### config.mk
export PLATFORM = sky130hd
export DESIGN_NAME = pll_core
export DESIGN_NICKNAME = d
export VERILOG_FILES = /design/src/rtl/pll_core.sv
export SDC_FILE = /design/constraint.sdc
export NUM_CORES = 1
export LEC_CHECK = 0
export BUFFER_PORTS_ARGS = -buffer_cell sky130_fd_sc_hd__buf_2
export CAP_MARGIN = 5
export CORE_UTILIZATION = 50
export CTS_BUF_LIST = sky130_fd_sc_hd__clkbuf_4
export CTS_CLUSTER_SIZE = 14
export DETAILED_ROUTE_END_ITERATION = 8
export PLACE_DENSITY_LB_ADDON = 0.12
export SYNTH_ARGS = -nofsm -noshare
export SYNTH_HDL_FRONTEND = slang
export SYNTH_SLANG_ARGS = --single-unit
### constraint.sdc
create_clock -name clk -period 3.8 [get_ports clk]
set_input_delay 0.19 -clock clk [delete_from_list [all_inputs] [get_ports clk]]
set_output_delay 0.19 -clock clk [all_outputs]
set_load 0.03 [all_outputs]
### src/rtl/pll_core.sv
module pll_core #(
  parameter int NW   = 15,
  parameter int RW   = 8,
  parameter int NMIN = 256
) (
  input  logic          clk,
  input  logic          rst_n,
  input  logic          xtal_tick,
  input  logic          osc_tick,
  input  logic [NW-1:0] n_ratio,
  input  logic [2:0]    ref_sel,
  input  logic [2:0]    test_bits,
  input  logic          cp_bit,
  input  logic          vt_off_bit,
  input  logic [1:0]    sw_port,
  output logic          up,
  output logic          dn,
  output logic          hiz,
  output logic [1:0]    pump_code,
  output logic          port0,
  output logic          port1,
  output logic          vt_off
);
  localparam logic [2:0] T_FORCE = 3'b010;
  localparam logic [2:0] T_ROUTE = 3'b100;

  function automatic logic [RW-1:0] ref_ratio(input logic [2:0] s);
    case (s)
      3'd1:    ref_ratio = RW'(80);
      3'd2:    ref_ratio = RW'(64);
      3'd3:    ref_ratio = RW'(32);
      3'd4:    ref_ratio = RW'(28);
      3'd5:    ref_ratio = RW'(24);
      default: ref_ratio = RW'(128);
    endcase
  endfunction

  logic [RW-1:0] r_act, rc;
  logic [NW-1:0] n_act, oc;
  logic          up_q, dn_q;

  wire [NW-1:0] n_load  = (n_ratio < NW'(NMIN)) ? NW'(NMIN) : n_ratio;
  wire          ref_end = xtal_tick && (rc == r_act - RW'(1));
  wire          osc_end = osc_tick && (oc == n_act - NW'(1));
  wire          ref_fe  = xtal_tick && (rc == (r_act >> 1) - RW'(1));
  wire          osc_fe  = osc_tick && (oc == (n_act >> 1) - NW'(1));
  wire          ref_div = rc < (r_act >> 1);
  wire          osc_div = oc < (n_act >> 1);
  wire          forced  = test_bits == T_FORCE;

  always_ff @(posedge clk) begin
    if (!rst_n) begin
      rc    <= '0;
      r_act <= ref_ratio(ref_sel);
    end else if (xtal_tick) begin
      if (ref_end) begin
        rc    <= '0;
        r_act <= ref_ratio(ref_sel);
      end else begin
        rc <= rc + RW'(1);
      end
    end
  end

  always_ff @(posedge clk) begin
    if (!rst_n) begin
      oc    <= '0;
      n_act <= n_load;
    end else if (osc_tick) begin
      if (osc_end) begin
        oc    <= '0;
        n_act <= n_load;
      end else begin
        oc <= oc + NW'(1);
      end
    end
  end

  always_ff @(posedge clk) begin
    if (!rst_n) begin
      up_q <= 1'b0;
      dn_q <= 1'b0;
    end else if (osc_fe && !ref_fe) begin
      if (dn_q) dn_q <= 1'b0;
      else      up_q <= 1'b1;
    end else if (ref_fe && !osc_fe) begin
      if (up_q) up_q <= 1'b0;
      else      dn_q <= 1'b1;
    end
  end

  assign up        = up_q && !forced;
  assign dn        = dn_q && !forced;
  assign hiz       = forced || (!up_q && !dn_q);
  assign pump_code = {cp_bit, test_bits[0]};
  assign port0     = (test_bits == T_ROUTE) ? osc_div : sw_port[0];
  assign port1     = (test_bits == T_ROUTE) ? ref_div : sw_port[1];
  assign vt_off    = vt_off_bit;
endmodule


==> out/metrics.csv <==
stage,metric,value,unit
global_routing,number of global-route vias before repair,2787,
timing,Least-Margin Pin Slew,0.649,ns
synth,post-synthesis sequential area ratio,29.6,%
final_layout,fillcell total,691,
timing,fin crit period,3.21,ns
clock_tree,Max Buffers Root-to-Sink,2,
worst_setup_path,Setup CP Type,flip-flop to flip-flop,
floorplanning,die width,89.5,um
clock_tree,CTS tree,yes,
floorplanning,I/O pin total,37,
clock_tree,worst skew pair latency,0.36,ns
timing,Final Setup Violations,0,
synth,Post-synth top flop,dfxtp_1,
global_routing,GRT Total Usage,22.9,%
timing,final hold slack,0.0235,ns
power,Leak Pwr,1.62,nW
clock_tree,Root Buffer,clkbuf_4,
worst_setup_path,Required @ worst endpoint,3.83,ns
floorplanning,starting density of the core,52.2,%
final_layout,Syn-to-layout area delta,5.13,%
routing,wire length per cell,15.6,um
timing,RSZ-0062 raised after global routing,false,
routing,# DRC,0,
synth,synthesized instance count,436,
synth,Synth Net Count,492,
clock_tree,Post-CTS Hold Buffers,0,
timing,Final Worst Setup Slack,0.588,ns
final_layout,"most common cell after layout, fill and taps aside",xnor2_1,
worst_setup_path,r2r worst-path depth,8,
timing,Slew HR,56.6,%
routing,DRT antenna net count,0,
synth,Post-synth ARST share,0,%
worst_setup_path,CP startpoint kind,flip-flop,
placement,pre-CTS WS,0.673,ns
placement,DP HPWL,6540,um
timing,clock skew,0.0166,ns
synth,Seq cells post-synth,46,
clock_tree,Clock Sinks,46,
worst_setup_path,"Max FO, Critical Path",15,
floorplanning,die span in y,89.5,um
clock_tree,H-tree depth,2,
final_layout,"non-filler cells, final",540,
worst_setup_path,Crit Reg-Reg Endpoint,n_act[5]$_SDFFCE_PN0P_,
routing,first-pass iteration count of the detailed router,4,
worst_setup_path,R2R Path Start,n_act[2]$_SDFFCE_PN0P_,
placement,port bufs,32,
worst_setup_path,Worst Setup EP,n_act[5]$_SDFFCE_PN0P_,
final_layout,Final #Nets,496,
power,Pwr Density,282,nW/um^2
timing,final hold violation count,0,
timing,crit share post-route,84.5,%
flow_run,Max-cap violations,0,
global_routing,first-pass GRT wire length,13800,um
final_layout,antenna diode instance count,0,
global_routing,initial antenna violation count,0,
final_layout,most frequent cells in the layout,"xnor2_1 (47), nand2_1 (32), buf_2 (32)",
outcome,outcome,"complete, no violations",
power,Peak VDD IR,224,uV
worst_setup_path,R2R setup slack,0.59,ns
synth,unique cell type count in the Yosys netlist,64,
hold_path,Hold Path Class,primary input to flip-flop,
global_routing,pin count of the biggest net entering global routing,24,
floorplanning,num rows,31,
synth,Post-synth EDFFs,21,
placement,gp weighted congestion,0.872,
worst_setup_path,Worst Setup SP,n_act[2]$_SDFFCE_PN0P_,
clock_tree,CTS buffer count,5,
clock_tree,clock slew at reported path FFs,0.15,ns
timing,setup_tns,0,ns
global_routing,GRT overflow,0,
routing,via/cell ratio,5.61,
clock_tree,Resize count post-CTS,0,
worst_setup_path,crit end category,flip-flop,
floorplanning,die area,8010,sq um
clock_tree,setup bufs post-CTS,0,
routing,drt initial violations,144,
routing,drt total wl,8430,um
routing,DR vias,3032,
floorplanning,core area,7330,sq um
synth,Mapped Area,3830,sq um
worst_setup_path,arrival time worst endpoint,3.24,ns
synth,synthesized area per cell,8.78,sq um
timing,Max Clock Freq,311,MHz
synth,Syn. warnings,0,
timing,max-slew violations,0,
placement,cell count after placement,532,
final_layout,layout cells sized above 1,13.2,%
power breakdown:
group / switching (mW) / leakage, nW / total [mW] / internal (mW)
logic: 0.124 / 1.17 / 0.231 / 0.107
registers: 0.0537 / 0.407 / 0.599 / 0.546
clock network: 0.164 / 0.0456 / 0.304 / 0.140
total: 0.342 / 1.62 / 1.13 / 0.792
sequential cells by signal, summed over array words and instances, names as in the netlist:
name   cells
n_act     15
oc        15
rc         8
r_act      6
dn_q       1
up_q       1
critical path, cell delays in order (launching register included):
cell	delay, ns
edfxtp_1	0.50
inv_1	0.12
ha_1	0.38
nor2b_1	0.41
nand2_1	0.11
xnor2_1	0.16
or4_4	0.56
nor4_4	0.24
a21bo_2	0.40
layout make-up:
| class | count | area [sq um] | share of cell area, % |
|---|---|---|---|
| tap | 99 | 124 | 3.08 |
| timing repair buffer | 35 | 183 | 4.54 |
| inverter | 29 | 109 | 2.71 |
| sequential | 46 | 1130 | 28.1 |
| clock buffer | 5 | 37.5 | 0.933 |
| clock inverter | 3 | 43.8 | 1.09 |
| multi-input combinational | 323 | 2400 | 59.5 |
metal layers:
layer,share of wire (%),wire length [um],track usage [%],vias up
li1,-,-,-,1531
met1,48,4070,32.3,1406
met2,45,3780,36.7,86
met3,5.7,482,3.32,9
met4,1.2,104,6.49,0
met5,0,0,0,-
synthesized netlist by cell type, types with 9 or more instances:
library cell,count,area share [%]
ha_1,27,8.8
dfxtp_1,25,13
and2_1,9,1.5
nand3_1,16,2.1
xnor2_1,47,11
nand2_1,32,3.1
clkbuf_1,23,2.3
inv_1,29,2.8
a21oi_1,21,2.7
nand4_1,18,2.9
xor2_1,22,5.0
nor2_1,23,2.3
edfxtp_1,21,16
how the worst min path moves through the flow:
stage | startpoint | endpoint | slack [ns] | cells past startpoint
2_1_floorplan | n_ratio[10] | n_act[10]$_SDFFCE_PN0P_ | 0.36 | 1
3_3_place_gp | cp_bit | pump_code[1] | 0.38 | 0
3_5_place_dp | cp_bit | pump_code[1] | 0.38 | 0
4_1_cts | n_ratio[12] | n_act[12]$_SDFFCE_PN0P_ | 0.007 | 1
5_1_grt | n_ratio[12] | n_act[12]$_SDFFCE_PN0P_ | 0.005 | 1
6_report | n_ratio[12] | n_act[12]$_SDFFCE_PN0P_ | 0.02 | 1
cell families after synthesis:
| kind of cell | synth area share [%] |
|---|---|
| adder cells (fa/ha/maj) | 8.83 |
| flip-flops | 29.6 |
| buffers and inverters | 7.85 |
| AO/OA/AOI/OAI | 12.3 |
| XOR/XNOR | 17.0 |
| multiplexers | 0.817 |
| AND/OR/NAND/NOR | 23.7 |
metrics by stage:
step,area [sq um],power [mW],utilization (%)
floorplan,3830,0.784,-
finish,4020,1.13,54.9
global route,4020,1.20,54.9
detailed placement,3940,0.839,53.8
global placement,3940,0.832,53.8
CTS,4020,1.14,54.9
Power figures use the tool's default switching activity.
